--- src/rtl/delta_timer_queue.sv ---
module delta_timer_queue #(
  parameter int N  = 8,
  parameter int CW = 16,
  parameter int IW = 6,
  parameter int PW = 8
) (
  input  logic          clk,
  input  logic          rst_n,
  input  logic          tick,
  input  logic          ins_valid,
  input  logic [CW-1:0] ins_ticks,
  input  logic [IW-1:0] ins_id,
  input  logic          cancel_valid,
  input  logic [IW-1:0] cancel_id,
  output logic          busy,
  output logic          err,
  output logic          exp_valid,
  output logic [IW-1:0] exp_id,
  input  logic          exp_ready
);
  localparam int XW = $clog2(N + 1);
  localparam int AW = (N > 1) ? $clog2(N) : 1;

  typedef enum logic [1:0] {S_IDLE, S_INS, S_CAN} st_t;

  st_t           st;
  logic [CW-1:0] cnt [N];
  logic [IW-1:0] ids [N];
  logic [XW-1:0] occ, idx;
  logic [CW-1:0] rem;
  logic [IW-1:0] key;
  logic [PW-1:0] pend, pend_nx;

  wire          at_end   = (idx == occ);
  wire [AW-1:0] ix       = idx[AW-1:0];
  wire [CW-1:0] cur      = cnt[ix];
  wire          head_exp = (occ != '0) && (cnt[0] == '0);
  wire          pop      = exp_valid && exp_ready;
  wire          take_ins = !busy && ins_valid;
  wire          take_can = !busy && cancel_valid && !ins_valid;
  wire          refuse   = take_ins && ((ins_ticks == '0) || (occ == XW'(N)));
  wire [PW:0]   eff      = {1'b0, pend} + (PW+1)'(tick);
  wire [PW-1:0] eff_sat  = eff[PW] ? '1 : eff[PW-1:0];
  wire          do_dec   = !busy && !head_exp && (occ != '0) && (eff_sat != '0);

  assign busy      = (st != S_IDLE);
  assign exp_valid = !busy && head_exp;
  assign exp_id    = ids[0];

  always_comb begin
    if (busy || head_exp)     pend_nx = eff_sat;
    else if (occ == '0)       pend_nx = '0;
    else if (eff_sat != '0)   pend_nx = eff_sat - 1'b1;
    else                      pend_nx = '0;
  end

  always_ff @(posedge clk or negedge rst_n) begin
    if (!rst_n) begin
      st   <= S_IDLE;
      occ  <= '0;
      idx  <= '0;
      rem  <= '0;
      key  <= '0;
      pend <= '0;
      err  <= 1'b0;
      for (int k = 0; k < N; k++) begin
        cnt[k] <= '0;
        ids[k] <= '0;
      end
    end else begin
      err  <= 1'b0;
      pend <= pend_nx;
      case (st)
        S_IDLE: begin
          if (pop) begin
            for (int k = 0; k < N - 1; k++) begin
              cnt[k] <= cnt[k+1];
              ids[k] <= ids[k+1];
            end
            occ <= occ - 1'b1;
          end else if (do_dec) begin
            cnt[0] <= cnt[0] - 1'b1;
          end
          idx <= '0;
          if (refuse) begin
            err <= 1'b1;
          end else if (take_ins) begin
            st  <= S_INS;
            rem <= ins_ticks;
            key <= ins_id;
          end else if (take_can) begin
            st  <= S_CAN;
            key <= cancel_id;
          end
        end
        S_INS: begin
          if (at_end || rem < cur) begin
            for (int k = 1; k < N; k++) begin
              if (k > int'(idx) && k <= int'(occ)) begin
                cnt[k] <= cnt[k-1];
                ids[k] <= ids[k-1];
              end
              if (k == int'(idx) + 1 && !at_end) cnt[k] <= cur - rem;
            end
            cnt[ix] <= rem;
            ids[ix] <= key;
            occ     <= occ + 1'b1;
            st      <= S_IDLE;
          end else begin
            rem <= rem - cur;
            idx <= idx + 1'b1;
          end
        end
        S_CAN: begin
          if (at_end) begin
            err <= 1'b1;
            st  <= S_IDLE;
          end else if (ids[ix] == key) begin
            for (int k = 0; k < N - 1; k++) begin
              if (k >= int'(idx)) begin
                ids[k] <= ids[k+1];
                cnt[k] <= (k == int'(idx)) ? cnt[k+1] + cur : cnt[k+1];
              end
            end
            occ <= occ - 1'b1;
            st  <= S_IDLE;
          end else begin
            idx <= idx + 1'b1;
          end
        end
        default: st <= S_IDLE;
      endcase
    end
  end
endmodule

--- config.mk ---
export PLATFORM = sky130hd
export DESIGN_NAME = delta_timer_queue
export DESIGN_NICKNAME = d
export VERILOG_FILES = /design/src/rtl/delta_timer_queue.sv
export SDC_FILE = /design/constraint.sdc
export NUM_CORES = 1
export LEC_CHECK = 0
export ABC_CLOCK_PERIOD_IN_PS = 7700
export BUFFER_PORTS_ARGS = -buffer_cell sky130_fd_sc_hd__clkbuf_2
export CAP_MARGIN = 30
export CORE_MARGIN = 2
export CORE_UTILIZATION = 50
export CTS_CLUSTER_DIAMETER = 40
export DETAILED_ROUTE_END_ITERATION = 6
export PLACE_DENSITY = 0.67
export SYNTH_ARGS = -nofsm -noshare
export SYNTH_HDL_FRONTEND = slang
export SYNTH_SLANG_ARGS = --single-unit
--- constraint.sdc ---
create_clock -name clk -period 7.7 [get_ports clk]
set_clock_uncertainty 0.2 [all_clocks]
set_input_delay 1.54 -clock clk [delete_from_list [all_inputs] [get_ports clk]]
set_output_delay 1.54 -clock clk [all_outputs]
set_load 0.05 [all_outputs]
==> run metrics <==
WP data required 8030 ps; ys async rst share 1.000; Final nets 3263; FF-to-FF setup slack 1270 ps; measured slew at the worst slew-check pin 1117 ps; Hold Crit Depth 2; status finished, violations left; die width 220.8 um; max-cap violations 0; TritonCTS buffer count 57; CTS resizes 0; setup TNS 0 ps; Initial Utilization 0.5057; crit end category flop; FMAX 155.6 MHz; routed length per placed instance 29.01 um; R2R cell count 17; EDFF count, synth 0; worst-path maximum fanout 27; final setup fails 0; Routed WL 107700 um; Die ar. 0.04873 mm2; First DRT Iteration DRCs 3486; Post-Syn Nets 3306; Final min period 6427 ps; Setup Buffers After CTS 0; Mean Syn Cell Area 7.575 um2; Setup crit start idx[2]; Slew headroom 0.2530; sequential share of the synthesized area 0.2312; most frequent cells in the layout nand2_1 (398), a21oi_1 (259), o21ai_0 (255), nor2_1 (230), dfrtp_1 (215); Post-synth top flop dfrtp_1; yosys warns 0; CTS H-tree lvls 2; post-layout util 0.5697; Critical R2R Launch idx[2]; vias per cell 7.023; Setup CP Type flop to flop; routability cong. 1.047; Cell Rows 79; Root Buffer clkbuf_16; Startpoint Class flop; # port buffers 42; CTS tree yes; Hold Crit Class flop to flop; Die Y-Extent 220.8 um; Yosys cell types 89; Hold Crit Start cnt[9]; gr ovfl total 0; initial antenna violation count 4; Most Crowded Layer GR met2; num ports 43; RSZ-0062 raised after global routing no; Vias 26083; met3 usage 0.1093; CTS Hold Buffers Added 0; largest net degree at the start of global routing 153; clock latency on the worst-skew pair 640 ps; detailed-route DRC error count 6; CTS sink cnt 217; post-detail-place hpwl 79470 um; failing checks design-rule violations; clock slew at the register clock pins of the worst setup and hold paths 50 ps; GR Layer Usage met2 0.6653; most common cell after layout, fill and taps aside nand2_1; total iterations of the first detailed-routing run 7; cell count after synthesis 3101; synthesis-to-finish area growth 12.66%; M1 GR Usage 0.5387; gr usage total 0.4388; DRT antenna net count 0; crit path DAT 6760 ps; layout cells sized above 1 0.1069; Max Slew Vio Count 0; Max Buffers Root-to-Sink 3; Final period util 0.8347; final hold vios 0; number of synthesized register bits 217; first-pass GRT wire length 159000 um; Post-Syn Area 0.02349 mm2; area of the core 0.04646 mm2; vias in the first global route 24714
## Yosys cell counts (82+ instances only)
cell | number | area [um2]
mux2i_1 | 95 | 950.9
xnor2_1 | 86 | 753.2
ha_1 | 162 | 2027
a21oi_1 | 260 | 1301
nand2_1 | 398 | 1494
nand3_1 | 85 | 425.4
o21ai_0 | 256 | 1281
inv_1 | 95 | 356.6
dfrtp_1 | 217 | 5430
nor2_1 | 233 | 874.6
a22oi_1 | 82 | 615.6
nor3_1 | 87 | 435.4
clkbuf_1 | 197 | 739.5
## layout make-up
| cell class | count | area (um2) |
|---|---|---|
| diodes | 1 | 2.502 |
| clock buffers | 65 | 1526 |
| clock inverters | 42 | 576.8 |
| fillers | 4273 | 19990 |
| inverters | 98 | 367.9 |
| multi-input cells | 2554 | 16850 |
| flip-flops and latches | 217 | 5433 |
| well taps | 607 | 759.5 |
| repair buffers | 130 | 944.7 |
## metal layers
layer | share of wire | up-vias
met3 | 0.11 | 515
met5 | 0.00022 | -
met2 | 0.43 | 1788
met4 | 0.088 | 4
met1 | 0.38 | 12304
li1 | - | 11472
## stage by stage
step / instances / setup slack [ps] / area [um2] / hold WS [ps]
2_1_floorplan: 3101 / 2115 / 23490 / 281.8
4_1_cts: 3711 / 1572 / 26420 / 353.5
3_5_place_dp: 3604 / 1565 / 24320 / 346.8
3_3_place_gp: 3601 / 1678 / 24270 / 331.2
6_report: 3714 / 1273 / 26470 / 357.0
5_1_grt: 3713 / 1122 / 26460 / 388.4
## state kept, by name (all words and copies together), names as in the netlist
register / count
key: 6
exp_id: 6
idx: 4
occ: 4
pend: 8
err: 1
st: 2
rem: 16
cnt: 128
ids: 42
## cells by family (layout without fill, tap and decap cells)
group	after synthesis	after routing	share of synthesized area
AOI/OAI and AO/OA	1125	1125	0.3161
and+or+nand+nor	993	993	0.1921
buffers and inverters	330	335	0.05491
DFF	217	217	0.2312
adders and majority gates	171	171	0.09395
muxes	138	138	0.06445
xor gates and xnor gates	127	127	0.04735
other	0	1	0
## worst max-delay path, stage by stage, from the launching register on
cell and delay [ps]:
dfrtp_2 610, buf_4 310, nor3_2 810, buf_4 420, a22oi_1 110, nand2_1 110
nor3_1 100, inv_1 110, ha_1 370, a21o_1 240, a21oi_1 230, o221ai_1 190
o21ba_2 400, nor2_1 220, a2111oi_4 630, nand2_1 630, buf_4 380, o31ai_1 250
## worst paths after layout
path	to
max in group asynchronous	idx[0]
hold reg to reg	cnt[9]
hold / removal	cnt[9]
min in group asynchronous	pend[3]
setup / recovery	cnt[99]
setup reg to reg	cnt[99]
Power is not shown: default switching activity piles up to over one toggle a cycle in this logic, so the estimate is an artifact.
